$ cat src/rtl/rtmr_pkg.sv
`timescale 1ns/1ps
package rtmr_pkg;
  localparam int PRE_W = 8;

  localparam logic [2:0] A_CTL    = 3'd0;
  localparam logic [2:0] A_RLD_LO = 3'd1;
  localparam logic [2:0] A_RLD_HI = 3'd2;
  localparam logic [2:0] A_CNT_LO = 3'd3;
  localparam logic [2:0] A_CNT_HI = 3'd4;
  localparam logic [2:0] A_STAT   = 3'd5;

  typedef enum logic [1:0] {
    SRC_PRESCALE = 2'b00,
    SRC_RTC      = 2'b01,
    SRC_EV_FALL  = 2'b10,
    SRC_EV_RISE  = 2'b11
  } src_e;

  typedef struct packed {
    logic       brk;
    src_e       src;
    logic       cont;
    logic [1:0] div;
    logic       restart;
    logic       en;
  } ctl_t;
endpackage

$ cat src/rtl/rtmr_edge.sv
`timescale 1ns/1ps
module rtmr_edge #(
  parameter int STAGES = 2
) (
  input  logic clk,
  input  logic rst_n,
  input  logic din,
  output logic rise,
  output logic fall
);
  logic [STAGES-1:0] sync_q;
  logic              last_q;

  always_ff @(posedge clk or negedge rst_n) begin
    if (!rst_n) begin
      sync_q <= '0;
      last_q <= 1'b0;
    end else begin
      sync_q <= {sync_q[STAGES-2:0], din};
      last_q <= sync_q[STAGES-1];
    end
  end

  assign rise = sync_q[STAGES-1] & ~last_q;
  assign fall = ~sync_q[STAGES-1] & last_q;
endmodule

$ cat src/rtl/rtmr_prescaler.sv
`timescale 1ns/1ps
module rtmr_prescaler
  import rtmr_pkg::*;
(
  input  logic       clk,
  input  logic       rst_n,
  input  logic       run,
  input  logic       clr,
  input  logic [1:0] div_sel,
  output logic       tick
);
  logic [PRE_W-1:0] cnt_q;
  logic [PRE_W-1:0] limit;

  always_comb begin
    unique case (div_sel)
      2'd0:    limit = PRE_W'(3);
      2'd1:    limit = PRE_W'(15);
      2'd2:    limit = PRE_W'(63);
      default: limit = PRE_W'(255);
    endcase
  end

  assign tick = run & ~clr & (cnt_q == limit);

  always_ff @(posedge clk or negedge rst_n) begin
    if (!rst_n)       cnt_q <= '0;
    else if (clr)     cnt_q <= '0;
    else if (tick)    cnt_q <= '0;
    else if (run)     cnt_q <= cnt_q + 1'b1;
  end
endmodule

$ cat src/rtl/rtmr_count.sv
`timescale 1ns/1ps
module rtmr_count #(
  parameter int CNT_W = 16
) (
  input  logic             clk,
  input  logic             rst_n,
  input  logic             run,
  input  logic             tick,
  input  logic             load,
  input  logic [CNT_W-1:0] load_val,
  input  logic             cont,
  output logic [CNT_W-1:0] count,
  output logic             eoc
);
  logic [CNT_W-1:0] count_q;

  assign eoc   = run & tick & ~load & (count_q <= CNT_W'(1));
  assign count = count_q;

  always_ff @(posedge clk or negedge rst_n) begin
    if (!rst_n)              count_q <= '0;
    else if (load)           count_q <= load_val;
    else if (eoc)            count_q <= cont ? load_val : '0;
    else if (run && tick)    count_q <= count_q - 1'b1;
  end
endmodule

$ cat src/rtl/rtmr_top.sv
`timescale 1ns/1ps
module rtmr_top
  import rtmr_pkg::*;
#(
  parameter int CNT_W   = 16,
  parameter int DATA_W  = 8,
  parameter int SYNC_ST = 2
) (
  input  logic              clk,
  input  logic              rst_n,
  input  logic              reg_wr,
  input  logic              reg_rd,
  input  logic [2:0]        reg_addr,
  input  logic [DATA_W-1:0] reg_wdata,
  output logic [DATA_W-1:0] reg_rdata,
  input  logic              rtc_tick,
  input  logic              evt_in,
  input  logic              dbg_break,
  output logic              irq
);
  localparam int EXT_W = 2 * DATA_W;

  ctl_t             ctl_q;
  logic [CNT_W-1:0] reload_q;
  logic [CNT_W-1:0] count_q;
  logic             flag_q;
  logic             eoc;

  logic ctl_wr, restart, pre_clr, freeze, run;
  logic pre_tick, rtc_rise, rtc_fall, ev_rise, ev_fall, src_tick;
  logic [EXT_W-1:0] rld_ext, cnt_ext;

  assign ctl_wr  = reg_wr && (reg_addr == A_CTL);
  assign restart = ctl_wr && reg_wdata[1];
  assign pre_clr = restart || (ctl_wr && reg_wdata[0] && !ctl_q.en);
  assign freeze  = ctl_q.brk & dbg_break;
  assign run     = ctl_q.en & ~freeze;

  rtmr_edge #(.STAGES(SYNC_ST)) u_rtc_edge (
    .clk(clk), .rst_n(rst_n), .din(rtc_tick), .rise(rtc_rise), .fall(rtc_fall)
  );
  rtmr_edge #(.STAGES(SYNC_ST)) u_evt_edge (
    .clk(clk), .rst_n(rst_n), .din(evt_in), .rise(ev_rise), .fall(ev_fall)
  );

  rtmr_prescaler u_pre (
    .clk(clk), .rst_n(rst_n),
    .run(run && (ctl_q.src == SRC_PRESCALE)),
    .clr(pre_clr), .div_sel(ctl_q.div), .tick(pre_tick)
  );

  always_comb begin
    unique case (ctl_q.src)
      SRC_PRESCALE: src_tick = pre_tick;
      SRC_RTC:      src_tick = rtc_rise;
      SRC_EV_FALL:  src_tick = ev_fall;
      default:      src_tick = ev_rise;
    endcase
  end

  rtmr_count #(.CNT_W(CNT_W)) u_cnt (
    .clk(clk), .rst_n(rst_n), .run(run), .tick(src_tick),
    .load(restart), .load_val(reload_q), .cont(ctl_q.cont),
    .count(count_q), .eoc(eoc)
  );

  always_ff @(posedge clk or negedge rst_n) begin
    if (!rst_n) begin
      ctl_q <= '0;
    end else if (ctl_wr) begin
      ctl_q         <= ctl_t'(reg_wdata);
      ctl_q.restart <= 1'b0;
    end else if (eoc && !ctl_q.cont) begin
      ctl_q.en <= 1'b0;
    end
  end

  assign rld_ext = EXT_W'(reload_q);

  always_ff @(posedge clk or negedge rst_n) begin
    if (!rst_n) begin
      reload_q <= '0;
    end else if (reg_wr && reg_addr == A_RLD_LO) begin
      reload_q <= CNT_W'({rld_ext[EXT_W-1:DATA_W], reg_wdata});
    end else if (reg_wr && reg_addr == A_RLD_HI) begin
      reload_q <= CNT_W'({reg_wdata, rld_ext[DATA_W-1:0]});
    end
  end

  always_ff @(posedge clk or negedge rst_n) begin
    if (!rst_n)                             flag_q <= 1'b0;
    else if (eoc)                           flag_q <= 1'b1;
    else if (reg_rd && reg_addr == A_STAT)  flag_q <= 1'b0;
  end

  assign irq     = flag_q;
  assign cnt_ext = EXT_W'(count_q);

  always_comb begin
    reg_rdata = '0;
    if (reg_rd) begin
      unique case (reg_addr)
        A_CTL:    reg_rdata = DATA_W'(ctl_q);
        A_RLD_LO: reg_rdata = rld_ext[DATA_W-1:0];
        A_RLD_HI: reg_rdata = rld_ext[EXT_W-1:DATA_W];
        A_CNT_LO: reg_rdata = cnt_ext[DATA_W-1:0];
        A_CNT_HI: reg_rdata = cnt_ext[EXT_W-1:DATA_W];
        A_STAT:   reg_rdata = DATA_W'(flag_q);
        default:  reg_rdata = '0;
      endcase
    end
  end
endmodule

$ cat config.mk
export PLATFORM = sky130hd
export DESIGN_NAME = rtmr_top
export DESIGN_NICKNAME = d
export VERILOG_FILES = /design/src/rtl/rtmr_pkg.sv /design/src/rtl/rtmr_edge.sv /design/src/rtl/rtmr_prescaler.sv /design/src/rtl/rtmr_count.sv /design/src/rtl/rtmr_top.sv
export SDC_FILE = /design/constraint.sdc
export NUM_CORES = 1
export LEC_CHECK = 0
export BUFFER_PORTS_ARGS = -buffer_cell sky130_fd_sc_hd__buf_2
export CORE_AREA = 4 4 79 100
export CTS_BUF_LIST = sky130_fd_sc_hd__clkbuf_8
export CTS_CLUSTER_DIAMETER = 120
export CTS_CLUSTER_SIZE = 28
export DETAILED_ROUTE_END_ITERATION = 6
export DIE_AREA = 0 0 83 104
export GPL_ROUTABILITY_DRIVEN = 0
export GPL_TIMING_DRIVEN = 1
export PLACE_DENSITY = 0.72
export REMOVE_ABC_BUFFERS = 1
export SYNTH_ARGS = -nofsm -noshare
export SYNTH_HDL_FRONTEND = slang
export SYNTH_SLANG_ARGS = --single-unit
$ cat constraint.sdc
create_clock -name clk -period 3.6 [get_ports clk]
set_input_delay 0.18 -clock clk [delete_from_list [all_inputs] [get_ports clk]]
set_output_delay 0.18 -clock clk [all_outputs]
set_load 0.005 [all_outputs]
# == Word-level counts from Yosys, hierarchy flattened ==
# Index checks and enable logic that the tools add are counted.
# word_totals
register_bits,54
output_inout_bits,9
# op_classes
order_cmp,1
mux,16
eq_ne,10
reduce_logical,21
add_sub_neg,2
n_bitwise,17
# ops
operator,count
$mux W16,4
$pmux W8 S6,1
$mux W8,5
$pmux W8 S3,1
$le A16 B1 Y1 const B,1
$sub A16 B1 Y16 const B,1
$and A1 B1 Y1,10
$logic_and A1 B1 Y1,10
$add A8 B1 Y8 const B,1
$eq A8 B8 Y1,1
$not A1 Y1,7
$eq A3 B2 Y1 const B,2
$eq A3 B3 Y1 const B,2
$reduce_bool A3 Y1,2
$eq A2 B1 Y1 const B,2
$eq A2 B2 Y1 const B,2
$logic_not A2 Y1,2
$mux W1,4
$reduce_bool A2 Y1,2
$eq A3 B1 Y1 const B,1
$logic_not A3 Y1,1
$pmux W1 S3,1
$logic_not A1 Y1,2
$reduce_and A2 Y1,1
$logic_or A1 B1 Y1,1

# == Longest topological paths before layout ==
# Gate-level depths: netlist of the first run.
# logic_depth
depth_word,15
depth_mapped,9

# == Hierarchy ==
# Synthesis of the first run repeated with hierarchy kept, for this count alone.
# hier_totals
cells_unflattened,330
hier_area_um2,3281.9
# by_module_without_submodules
mod,cells_each,seq_area_each_um2,n_inst,area_per_inst_um2
rtmr_top,128,600.6,1,1438.9
rtmr_count,131,400.4,1,1121.1
rtmr_prescaler,61,200.2,1,541.8
rtmr_edge,5,75.1,2,90.1

# == Worst setup path after synthesis of the first run ==
# No wires, ideal clock.
# synth_path
path_type,register -> register
start,register u_cnt.count_q[3] (netlist: u_cnt.count[3])
end,register u_cnt.count_q[11] (netlist: u_cnt.count[11])
slack_ps,1380
path_stages_with_launch,9
t_arrival_ps,2093
path_cell_list,dfrtp_1 -> buf_6 -> or4_1 -> buf_6 -> or2_4 -> nor4_1 -> xnor2_1 -> nor4_2 -> a221o_1
# synth_between
elab_chain_cells,4
# synth_rtl
element,line_no,source
"start, declared",rtmr_count.sv:15,logic [CNT_W-1:0] count_q;
"start signal, assigned",rtmr_count.sv:22,else if (load) count_q <= load_val;
"start signal, assigned",rtmr_count.sv:23,else if (eoc) count_q <= cont ? load_val : '0;
"start signal, assigned",rtmr_count.sv:24,else if (run && tick) count_q <= count_q - 1'b1;
$sub A16 B1 Y16 / $le A16 B1 Y1 (equally long branches),"rtmr_count.sv:24, rtmr_count.sv:17",
$mux W16 / $and A1 B1 Y1 (equally long branches),"rtmr_count.sv:24, rtmr_count.sv:17",
$mux W16,rtmr_count.sv:23,
$mux W16,rtmr_count.sv:22,
# Several ways; a longest one is shown, not always the timed one. The select of a mux whose other input is x is not followed.
# A chain may end at the register's enable or synchronous reset.

# == Final worst setup path of the first run ==
# layout_path
start,register ctl_q[5] in the netlist's numbering
end,register u_cnt.count_q[4] (netlist: u_cnt.count[4])
# layout_between
elab_chain_cells,10
# layout_rtl
element,line_no,source
"start, declared",rtmr_top.sv:23,ctl_t ctl_q;
"start signal, assigned",rtmr_top.sv:71,ctl_q <= ctl_t'(reg_wdata);
$logic_not A2 Y1,"rtmr_top.sv:48, rtmr_top.sv:53",
$logic_and A1 B1 Y1,rtmr_top.sv:48,".run(run && (ctl_q.src == SRC_PRESCALE)),"
$and A1 B1 Y1 (2 in series),rtmr_prescaler.sv:24,assign tick = run & ~clr & (cnt_q == limit);
$pmux W1 S3 (*),rtmr_top.sv:53,unique case (ctl_q.src)
$and A1 B1 Y1 (3 in series),rtmr_count.sv:17,assign eoc = run & tick & ~load & (count_q <= CNT_W'(1));
$mux W16,rtmr_count.sv:23,
$mux W16,rtmr_count.sv:22,
# Every way passes the cells marked *; elsewhere a longest branch is shown, timed or not.

==> impl_metrics.toml, run 1 <==
[global_routing]
grtUsageMet3_pct = 3.170
antenna_found_initial = 0
grt_busiest_layer = "met2"
use_met2_pct = 33.26
grt_max_degree = 38
gr-usage-met1_pct = 24.25
grt_usage_pct = 19.05
gr-total-overflow = 0
grt_pass1_wl_um = 13600
grt_pass1_vias = 2663

[critical_path]
critical_path_class = "flop to flop"
reg2reg_slack_ns = 1.05
crit_path_max_incr_delay_ns = 0.47
worst_setup_path_end_kind = "flop"
r2r-end = "u_cnt.count[4]"
cp_cell_sequence = "or3b_1, a221o_1, a211oi_4, a21o_1, nor2_1, a221o_1"
cp_data_arrival_time_ns = 2.76
cp-start-kind = "flop"
timing.rr.start = "ctl_q[5]"
crit_top_cell = "a221o_1"
critPathBufInv = 0
rr_worst_depth = 6
crit_family = "compound AO/OA/AOI/OAI gates"
worstPathRequired_ns = 3.81
cpMaxStageDelayCell = "dfrtp_1"
critPathMaxFanout = 12

[logic_synthesis]
synth.largest_area_cell = "dfrtp_1"
synth_area_leaders = "dfrtp_1 (40%), mux2_2 (8.3%), mux2i_1 (3.5%)"
synth_edf_count = 0
synth.most_common_cell = "dfrtp_1"
ys_warn_count = 0
ys_types = 68
synthTopCellsByCount = "dfrtp_1 (54), nand2_1 (32), mux2_2 (25), nor2_1 (24)"
netlist.area_leader.share_pct = 39.90
syn_area_per_cell_um2 = 9.875
synth.cell_area_um2 = 3387
synthFlopType = "dfrtp_1"
seq_area_frac_synth_pct = 39.90
synthArstFlopShare_pct = 100.0
synth-seq-cells = 54
synthCells = 343

[clocking]
cts.path.max_buffers = 2
cts.sinks = 54
clockRootBuffer = "clkbuf_8"
clock_latency_ns = 0.32
cts_buffers = 5
cts_tree = "done"
cts_resized = 0
clk_pin_slew_ns = 0.10
htree_levels = 2

[drt]
detail_route.wl_per_cell_um = 18.27
dr.first_iter.drc_count = 284
ant_nets = 0
via_count = 2717
routed_wl_um = 8260
vias_per_cell = 6.011
dr.pass1.iters = 4
drc = 0

[hold_path]
worstHoldPathCells = 3
hp-class = "input port to flop"
holdPathEnd = "ctl_q[2]"
hp-start = "reg_wdata[2]"

[placement]
postPlaceCellArea_um2 = 3506
hpwl_um = 6021
portBuffers = 26
place_worst_setup_slack_ns = 0.9937

[sta]
hold_viol = 0
min_period_ns = 2.550
maxSlewViolCount = 0
clock.fmax_ghz = 0.3922
setup_slack_ns = 1.050
whs_ns = 0.1075
tns_ns = 0
worstMarginPinSlew_ns = 0.8615
final-setup-viol-count = 0
slew_headroom_pct = 42.05
skew_ns = 0.006858
layout_worst_path_cycle_share_pct = 70.83
rsz0062_at_grt = "false"

[run_status]
status = "finished clean"

[power_and_ir_drop]
irDropWorstVdd_uv = 365.8
power_density_nw_per_um2 = 586.9
leakage_nw = 1.536
power_w = 0.002131

[layout]
nets = 382
areaGrowthSynthToFinish_pct = 7.203
finish.instance_area_um2 = 3631
diodes = 0
final_layout_size_suffix_gt1_share_pct = 21.55

[run]
maxCapViolCount = 0

[floorplanning]
die_area_um2 = 8632
die_y_um = 104
fp.dieW_um = 83
row_count = 34
start_util_pct = 49.15
coreArea_um2 = 6892
io_pins = 27
[repair_timing]
item                      in CTS  in global routing
hold endpoints to repair      19                  0
hold buffers                   3                  0
setup buffers                  0                  0
[registers in the layout, summed over array words and instances, names as in the netlist]
name,count
reload_q,16
u_cnt.count,16
u_pre.cnt_q,8
ctl_q,7
u_evt_edge.sync_q,2
u_rtc_edge.sync_q,2
irq,1
u_evt_edge.last_q,1
u_rtc_edge.last_q,1
[kinds of logic (layout without fill, tap and decap cells)]
family	Yosys count	after routing	share of synthesized area, %
simple gates	130	130	21.61
compound gates	81	81	17.58
flops	54	54	39.90
mux	37	37	11.86
buf+inv	27	46	5.098
xor+xnor	11	11	2.845
fa+ha+maj	3	3	1.108
[area by class of cell]
cell class              instances  area, um^2
clock buffers                   5       68.82
clock inverters                 3       26.28
inverters                       5       18.77
fillers                       636        3261
multi-input cells             262        1863
repair buffers                 33       190.2
flip-flops and latches         54        1351
well taps                      90       112.6
[where the power goes]
group          switching [W]  internal, W
Clock               0.000220     0.000145
Combinational       0.000378     0.000370
Sequential          0.000255     0.000763
Total               0.000853      0.00128
[worst register-to-register path, cell delays in order, from the launching register on]
cell and delay, ns:
dfrtp_1 0.47, or3b_1 0.40, a221o_1 0.42, a211oi_4 0.23, a21o_1 0.39, nor2_1 0.15, a221o_1 0.38
[through the flow]
| step | util [%] | instances |
|---|---|---|
| after floorplan | - | 321 |
| after global placement | 50.87 | 441 |
| after detailed placement | 50.87 | 441 |
| after CTS | 52.69 | 452 |
| after global routing | 52.69 | 452 |
| final | 52.69 | 452 |
[placed cells by master, fill, tap and decap left out, drive strengths merged, types with 7 or more instances in the layout]
cell	count
dfrtp	54
inv	8
xnor2	8
and2	9
o21ai	16
o22ai	8
a21oi	8
mux2	25
nor2	24
nor3	10
nor4	9
nand3	7
nand2	32
buf	30
mux2i	12
[metal layers]
layer | vias up | part of all wire, %
met2 | 78 | 52
met3 | 9 | 4.9
met4 | 0 | 1.1
li1 | 1312 | -
met5 | - | 0
met1 | 1318 | 42
[worst max path at each step]
| stage | startpoint | endpoint | slack (ns) | depth (start not counted) |
|---|---|---|---|---|
| after global routing | ctl_q[5] | u_cnt.count[5] | 0.90 | 6 |
| after global placement | reg_addr[1] | u_cnt.count[11] | 1.05 | 7 |
| after CTS | ctl_q[5] | u_cnt.count[4] | 1.04 | 6 |
| final | ctl_q[5] | u_cnt.count[4] | 1.05 | 6 |
| after detailed placement | reg_addr[1] | u_cnt.count[4] | 0.99 | 7 |
| after floorplan | reg_addr[1] | u_cnt.count[1] | 1.0 | 5 |
No activity file was read; power rests on OpenSTA's default activity.
==> inputs of run 2 (changes only) <==
==> constraint.sdc (replaced) <==
create_clock -name clk -period 2.4 [get_ports clk]
set_input_delay 0.12 -clock clk [delete_from_list [all_inputs] [get_ports clk]]
set_output_delay 0.12 -clock clk [all_outputs]
set_load 0.005 [all_outputs]
==> impl_metrics.toml, run 2 (same netlist as run 1, synthesis figures left out) <==
[run_status]
status = "finished clean"

[placement]
portBuffers = 26
place_inst = 478
hpwl_um = 6389
place_worst_setup_slack_ns = -0.2001
postPlaceCellArea_um2 = 3784

[sta]
rsz0062_at_grt = "false"
layout_worst_path_cycle_share_pct = 95.64
worstMarginPinSlew_ns = 0.7181
clock.fmax_ghz = 0.4357
maxSlewViolCount = 0
setup_slack_ns = 0.1047
skew_ns = 0.01080
hold_viol = 0
min_period_ns = 2.295
slew_headroom_pct = 52.13
final-setup-viol-count = 0

[global_routing]
grt_pass1_vias = 2960
grt_usage_pct = 20.28
antenna_found_initial = 0
grt_pass1_wl_um = 14500
gr-total-overflow = 0
grt_max_degree = 55

[drt]
dr.pass1.iters = 5
via_count = 2973
drc = 0
detail_route.wl_per_cell_um = 17.74
vias_per_cell = 6.043
dr.first_iter.drc_count = 275
routed_wl_um = 8727
ant_nets = 0

[critical_path]
cpMaxStageDelayCell = "a221o_1"
critPathMaxFanout = 6
crit_top_cell = "a221o_1"
cp_data_arrival_time_ns = 2.48
critical_path_class = "flop to flop"
worst_setup_path_end_kind = "flop"
cp_cell_sequence = "or3b_1, a221o_1, a211oi_4, buf_4, a21o_4, nor2_1, a221o_1"
crit_path_max_incr_delay_ns = 0.41
worstPathRequired_ns = 2.59
cp-start-kind = "flop"

[power_and_ir_drop]
swShare_pct = 37.25
clkPwrFrac_pct = 17.5
irDropWorstVdd_uv = 589.2
switchingPower_w = 0.001322
power_density_nw_per_um2 = 891.4
p_int_w = 0.002228
seqPwrFrac_pct = 39.3
leakage_nw = 1.746
power_w = 0.003550
p_comb_share_pct = 43.2

[clocking]
cts_tree = "done"
htree_levels = 2
cts.sinks = 54
cts_buffers = 5
clk_pin_slew_ns = 0.10
cts.path.max_buffers = 2
clock_latency_ns = 0.31
clockRootBuffer = "clkbuf_8"

[floorplanning]
coreArea_um2 = 6892
row_count = 34
start_util_pct = 49.15
io_pins = 27
die_area_um2 = 8632
fp.dieW_um = 83
die_y_um = 104

[layout]
finish.instance_area_um2 = 3983
nets = 422
layout_commonest_cell = "dfrtp_1"
areaGrowthSynthToFinish_pct = 17.58
instances_no_fill = 492
diodes = 0
final_cell_mix = "dfrtp_1 (54), buf_4 (43), nand2_1 (32)"
final_layout_size_suffix_gt1_share_pct = 30.60

[hold_path]
hp-class = "input port to flop"

[run]
maxCapViolCount = 0
## run 2: worst paths after layout
check / from / endpoint / slack, ns / cells after the start
max: u_evt_edge.sync_q[1] / u_cnt.count[5] / 0.10 / 7
min: reg_wdata[2] / ctl_q[2] / 0.06 / 3
max reg2reg: u_evt_edge.sync_q[1] / u_cnt.count[5] / 0.10 / 7
min reg2reg: u_rtc_edge.sync_q[0] / u_rtc_edge.sync_q[1] / 0.37 / 0
max in group asynchronous: rst_n / u_cnt.count[2] / 1.48 / 3
min in group asynchronous: rst_n / ctl_q[6] / 0.45 / 3
## run 2: worst max-delay path: cells and delay by family, from the launching register on
kind                   cells  cell delay, ns
AO/OA/AOI/OAI              4            1.13
AND/OR/NAND/NOR            2            0.48
flip-flops                 1            0.40
buffers and inverters      1            0.16
## run 2: metal layers
layer	up-vias	routed length (um)	part of all wire, %	global-route usage, %
met5	-	0	0	0
met4	0	291	3.3	7.009
met3	22	460	5.3	2.932
met2	130	4495	52	36.24
met1	1427	3481	40	24.71
li1	1394	-	-	-
## run 2: metrics by stage
stage | util, % | hold WS, ns | TNS, ns
floorplan | - | -0.1756 | -0.6039
global placement | 54.90 | 0.2305 | -0.1959
detailed placement | 54.90 | 0.2298 | -0.8157
CTS | 57.19 | 0.05905 | 0
global route | 57.79 | 0.06209 | 0
finish | 57.79 | 0.06214 | 0
## run 2: power groups by stage
stage                     Clock, W  Combinational [W]  Sequential [W]
after global routing      0.000665            0.00168         0.00143
final                     0.000622            0.00153         0.00139
after detailed placement         0            0.00146         0.00141
after floorplan                  0           0.000868         0.00139
after CTS                 0.000634            0.00148         0.00139
after global placement           0            0.00143         0.00140
## run 2: timing repair
item	in CTS	in global routing
pin swaps	0	3
setup buffers	0	2
gates resized for setup	2	4
hold buffers	3	0
setup endpoints to repair	6	6
cloned	0	1
hold endpoints to repair	56	0
## run 2: layout make-up
class                   count  area [um^2]
clock buffers               5        68.82
clock inverters             3        47.55
fillers                   613         2909
inverters                   5        18.77
multi-input cells         263         1901
flip-flops and latches     54         1351
well taps                  90        112.6
repair buffers             72        483.0
==> inputs of run 3 (changes only) <==
--- a/config.mk
+++ b/config.mk
@@ -6,15 +6,17 @@
 export NUM_CORES = 1
 export LEC_CHECK = 0
 export BUFFER_PORTS_ARGS = -buffer_cell sky130_fd_sc_hd__buf_2
-export CORE_AREA = 4 4 79 100
+export CELL_PAD_IN_SITES_DETAIL_PLACEMENT = 0
+export CELL_PAD_IN_SITES_GLOBAL_PLACEMENT = 2
+export CORE_AREA = 4 4 88 110
 export CTS_BUF_LIST = sky130_fd_sc_hd__clkbuf_8
 export CTS_CLUSTER_DIAMETER = 120
 export CTS_CLUSTER_SIZE = 28
 export DETAILED_ROUTE_END_ITERATION = 6
-export DIE_AREA = 0 0 83 104
+export DIE_AREA = 0 0 92 114
 export GPL_ROUTABILITY_DRIVEN = 0
 export GPL_TIMING_DRIVEN = 1
-export PLACE_DENSITY = 0.72
+export PLACE_DENSITY = 0.85
 export REMOVE_ABC_BUFFERS = 1
 export SYNTH_ARGS = -nofsm -noshare
 export SYNTH_HDL_FRONTEND = slang
==> impl_metrics.toml, run 3 (same netlist as run 1, synthesis figures left out) <==
[placement]
hpwl_um = 7247
postPlaceCellArea_um2 = 3844
portBuffers = 26
place_inst = 511

[sta]
min_period_ns = 2.322
maxSlewViolCount = 0
layout_worst_path_cycle_share_pct = 96.77
worstMarginPinSlew_ns = 0.7101
hold_viol = 0
final-setup-viol-count = 0
skew_ns = 0.01193
tns_ns = 0
clock.fmax_ghz = 0.4306
rsz0062_at_grt = "false"
slew_headroom_pct = 52.66

[layout]
nets = 425
layout_commonest_cell = "dfrtp_1"
instances_no_fill = 525
final_layout_size_suffix_gt1_share_pct = 30.86
fill_cells = 870
areaGrowthSynthToFinish_pct = 18.40
final_cell_mix = "dfrtp_1 (54), buf_4 (45), nand2_1 (31)"
multi_input_area_um2 = 1897
diodes = 0
finish.instance_area_um2 = 4010
regArea_um2 = 1351

[critical_path]
rr_worst_depth = 6
cp_cell_sequence = "or4_1, or2_4, nor4_1, xnor2_1, nor4_2, a221o_1"
crit_path_max_incr_delay_ns = 0.65
crit_family = "simple AND/OR/NAND/NOR gates"
worstPathRequired_ns = 2.61
r2r-end = "u_cnt.count[11]"
critical_path_class = "flop to flop"
timing.rr.start = "u_cnt.count[4]"
critPathBufInv = 0
cp_data_arrival_time_ns = 2.54
worst_setup_path_end_kind = "flop"
reg2reg_slack_ns = 0.08
cp-start-kind = "flop"
critPathMaxFanout = 5
cpMaxStageDelayCell = "or4_1"

[clocking]
clock_latency_ns = 0.33
cts.sinks = 54
clk_pin_slew_ns = 0.10
cts.path.max_buffers = 2
htree_levels = 2
cts_tree = "done"
cts_buffers = 5
clockRootBuffer = "clkbuf_8"

[global_routing]
grt_usage_pct = 18.94
antenna_found_initial = 0
grt_pass1_vias = 2959
gr-total-overflow = 0
grt_pass1_wl_um = 15530
grt_max_degree = 37

[floorplanning]
coreArea_um2 = 8653
fp.dieW_um = 92
row_count = 38
start_util_pct = 39.14
die_y_um = 114
die_area_um2 = 10490
io_pins = 27

[hold_path]
hp-class = "input port to flop"
hp-start = "reg_wdata[2]"
worstHoldPathCells = 3
holdPathEnd = "ctl_q[2]"

[power_and_ir_drop]
p_comb_share_pct = 44.6
swShare_pct = 39.32
clkPwrFrac_pct = 15.5
irDropWorstVdd_uv = 422.2
switchingPower_w = 0.001371
seqPwrFrac_pct = 39.9
leakage_nw = 1.749
power_density_nw_per_um2 = 869.4
p_int_w = 0.002116

[drt]
dr.pass1.iters = 4
via_count = 2907
routed_wl_um = 9514
ant_nets = 0
detail_route.wl_per_cell_um = 18.12
drc = 0
dr.first_iter.drc_count = 246
vias_per_cell = 5.537

[run]
maxCapViolCount = 0

[run_status]
status = "finished clean"
## run 3: cell types whose count changed in the layout (fill, tap and decap cells not counted), sizes merged
cell    change
inv         -1
buf         +2
and2        +1
clkinv      +2
bufinv      -1
## run 3: worst max-delay path by stage
stage | start | end | slack (ns) | cells past startpoint
finish | u_cnt.count[4] | u_cnt.count[11] | 0.08 | 6
detailed placement | u_pre.cnt_q[0] | u_cnt.count[5] | -0.21 | 7
global route | u_pre.cnt_q[0] | u_cnt.count[5] | 0.01 | 7
global placement | u_pre.cnt_q[0] | u_cnt.count[11] | -0.12 | 7
CTS | u_evt_edge.sync_q[1] | u_cnt.count[5] | 0.01 | 7
floorplan | reg_addr[1] | u_cnt.count[1] | -0.14 | 5
## run 3: tightest hold or removal path, cell delays in order
cell	delay [ns]
buf_2	0.10
nand2_1	0.04
o21ai_0	0.06
## run 3: layout make-up
type                            instances  area share [%]
Multi-Input combinational cell        264           47.30
Sequential cell                        54           33.70
Timing Repair Buffer                   74           12.42
Tap cell                              120           3.744
Clock buffer                            5           1.716
Clock inverter                          3          0.6552
Inverter                                5          0.4680
## run 3: through the flow
step	total power, W	hold slack [ns]	setup WS [ns]	util [%]
floorplan	0.002261	-0.1756	-0.1441	-
global placement	0.002903	0.08055	-0.1154	44.42
detailed placement	0.002933	0.09134	-0.2128	44.42
CTS	0.003482	0.02741	0.01327	45.92
global route	0.003741	0.03213	0.01160	46.34
finish	0.003486	0.03193	0.07758	46.34
## run 3: metal layers
layer | wire length, um | GRT usage, % | vias to the layer above
met5 | 0 | 0 | -
met4 | 329 | 7.433 | 0
met3 | 330 | 2.902 | 22
met2 | 5008 | 34.70 | 69
met1 | 3846 | 22.07 | 1416
li1 | - | - | 1400
## run 3: power by group through the flow
stage / clock, W / sequential [W] / combinational, W
after global routing: 0.000610 / 0.00142 / 0.00171
after CTS: 0.000556 / 0.00139 / 0.00154
final: 0.000539 / 0.00139 / 0.00156
after detailed placement: 0 / 0.00141 / 0.00153
after global placement: 0 / 0.00140 / 0.00150
after floorplan: 0 / 0.00139 / 0.000868
## run 3: repair_timing
| item | 4_1_cts | 5_1_grt |
|---|---|---|
| cloned | 0 | 2 |
| endpoints found under the setup margin | 9 | 10 |
| setup buffers | 0 | 1 |
| pin swaps | 1 | 2 |
| resized for setup | 2 | 3 |
| hold buffers | 3 | 0 |
| hold endpoints to repair | 20 | 0 |
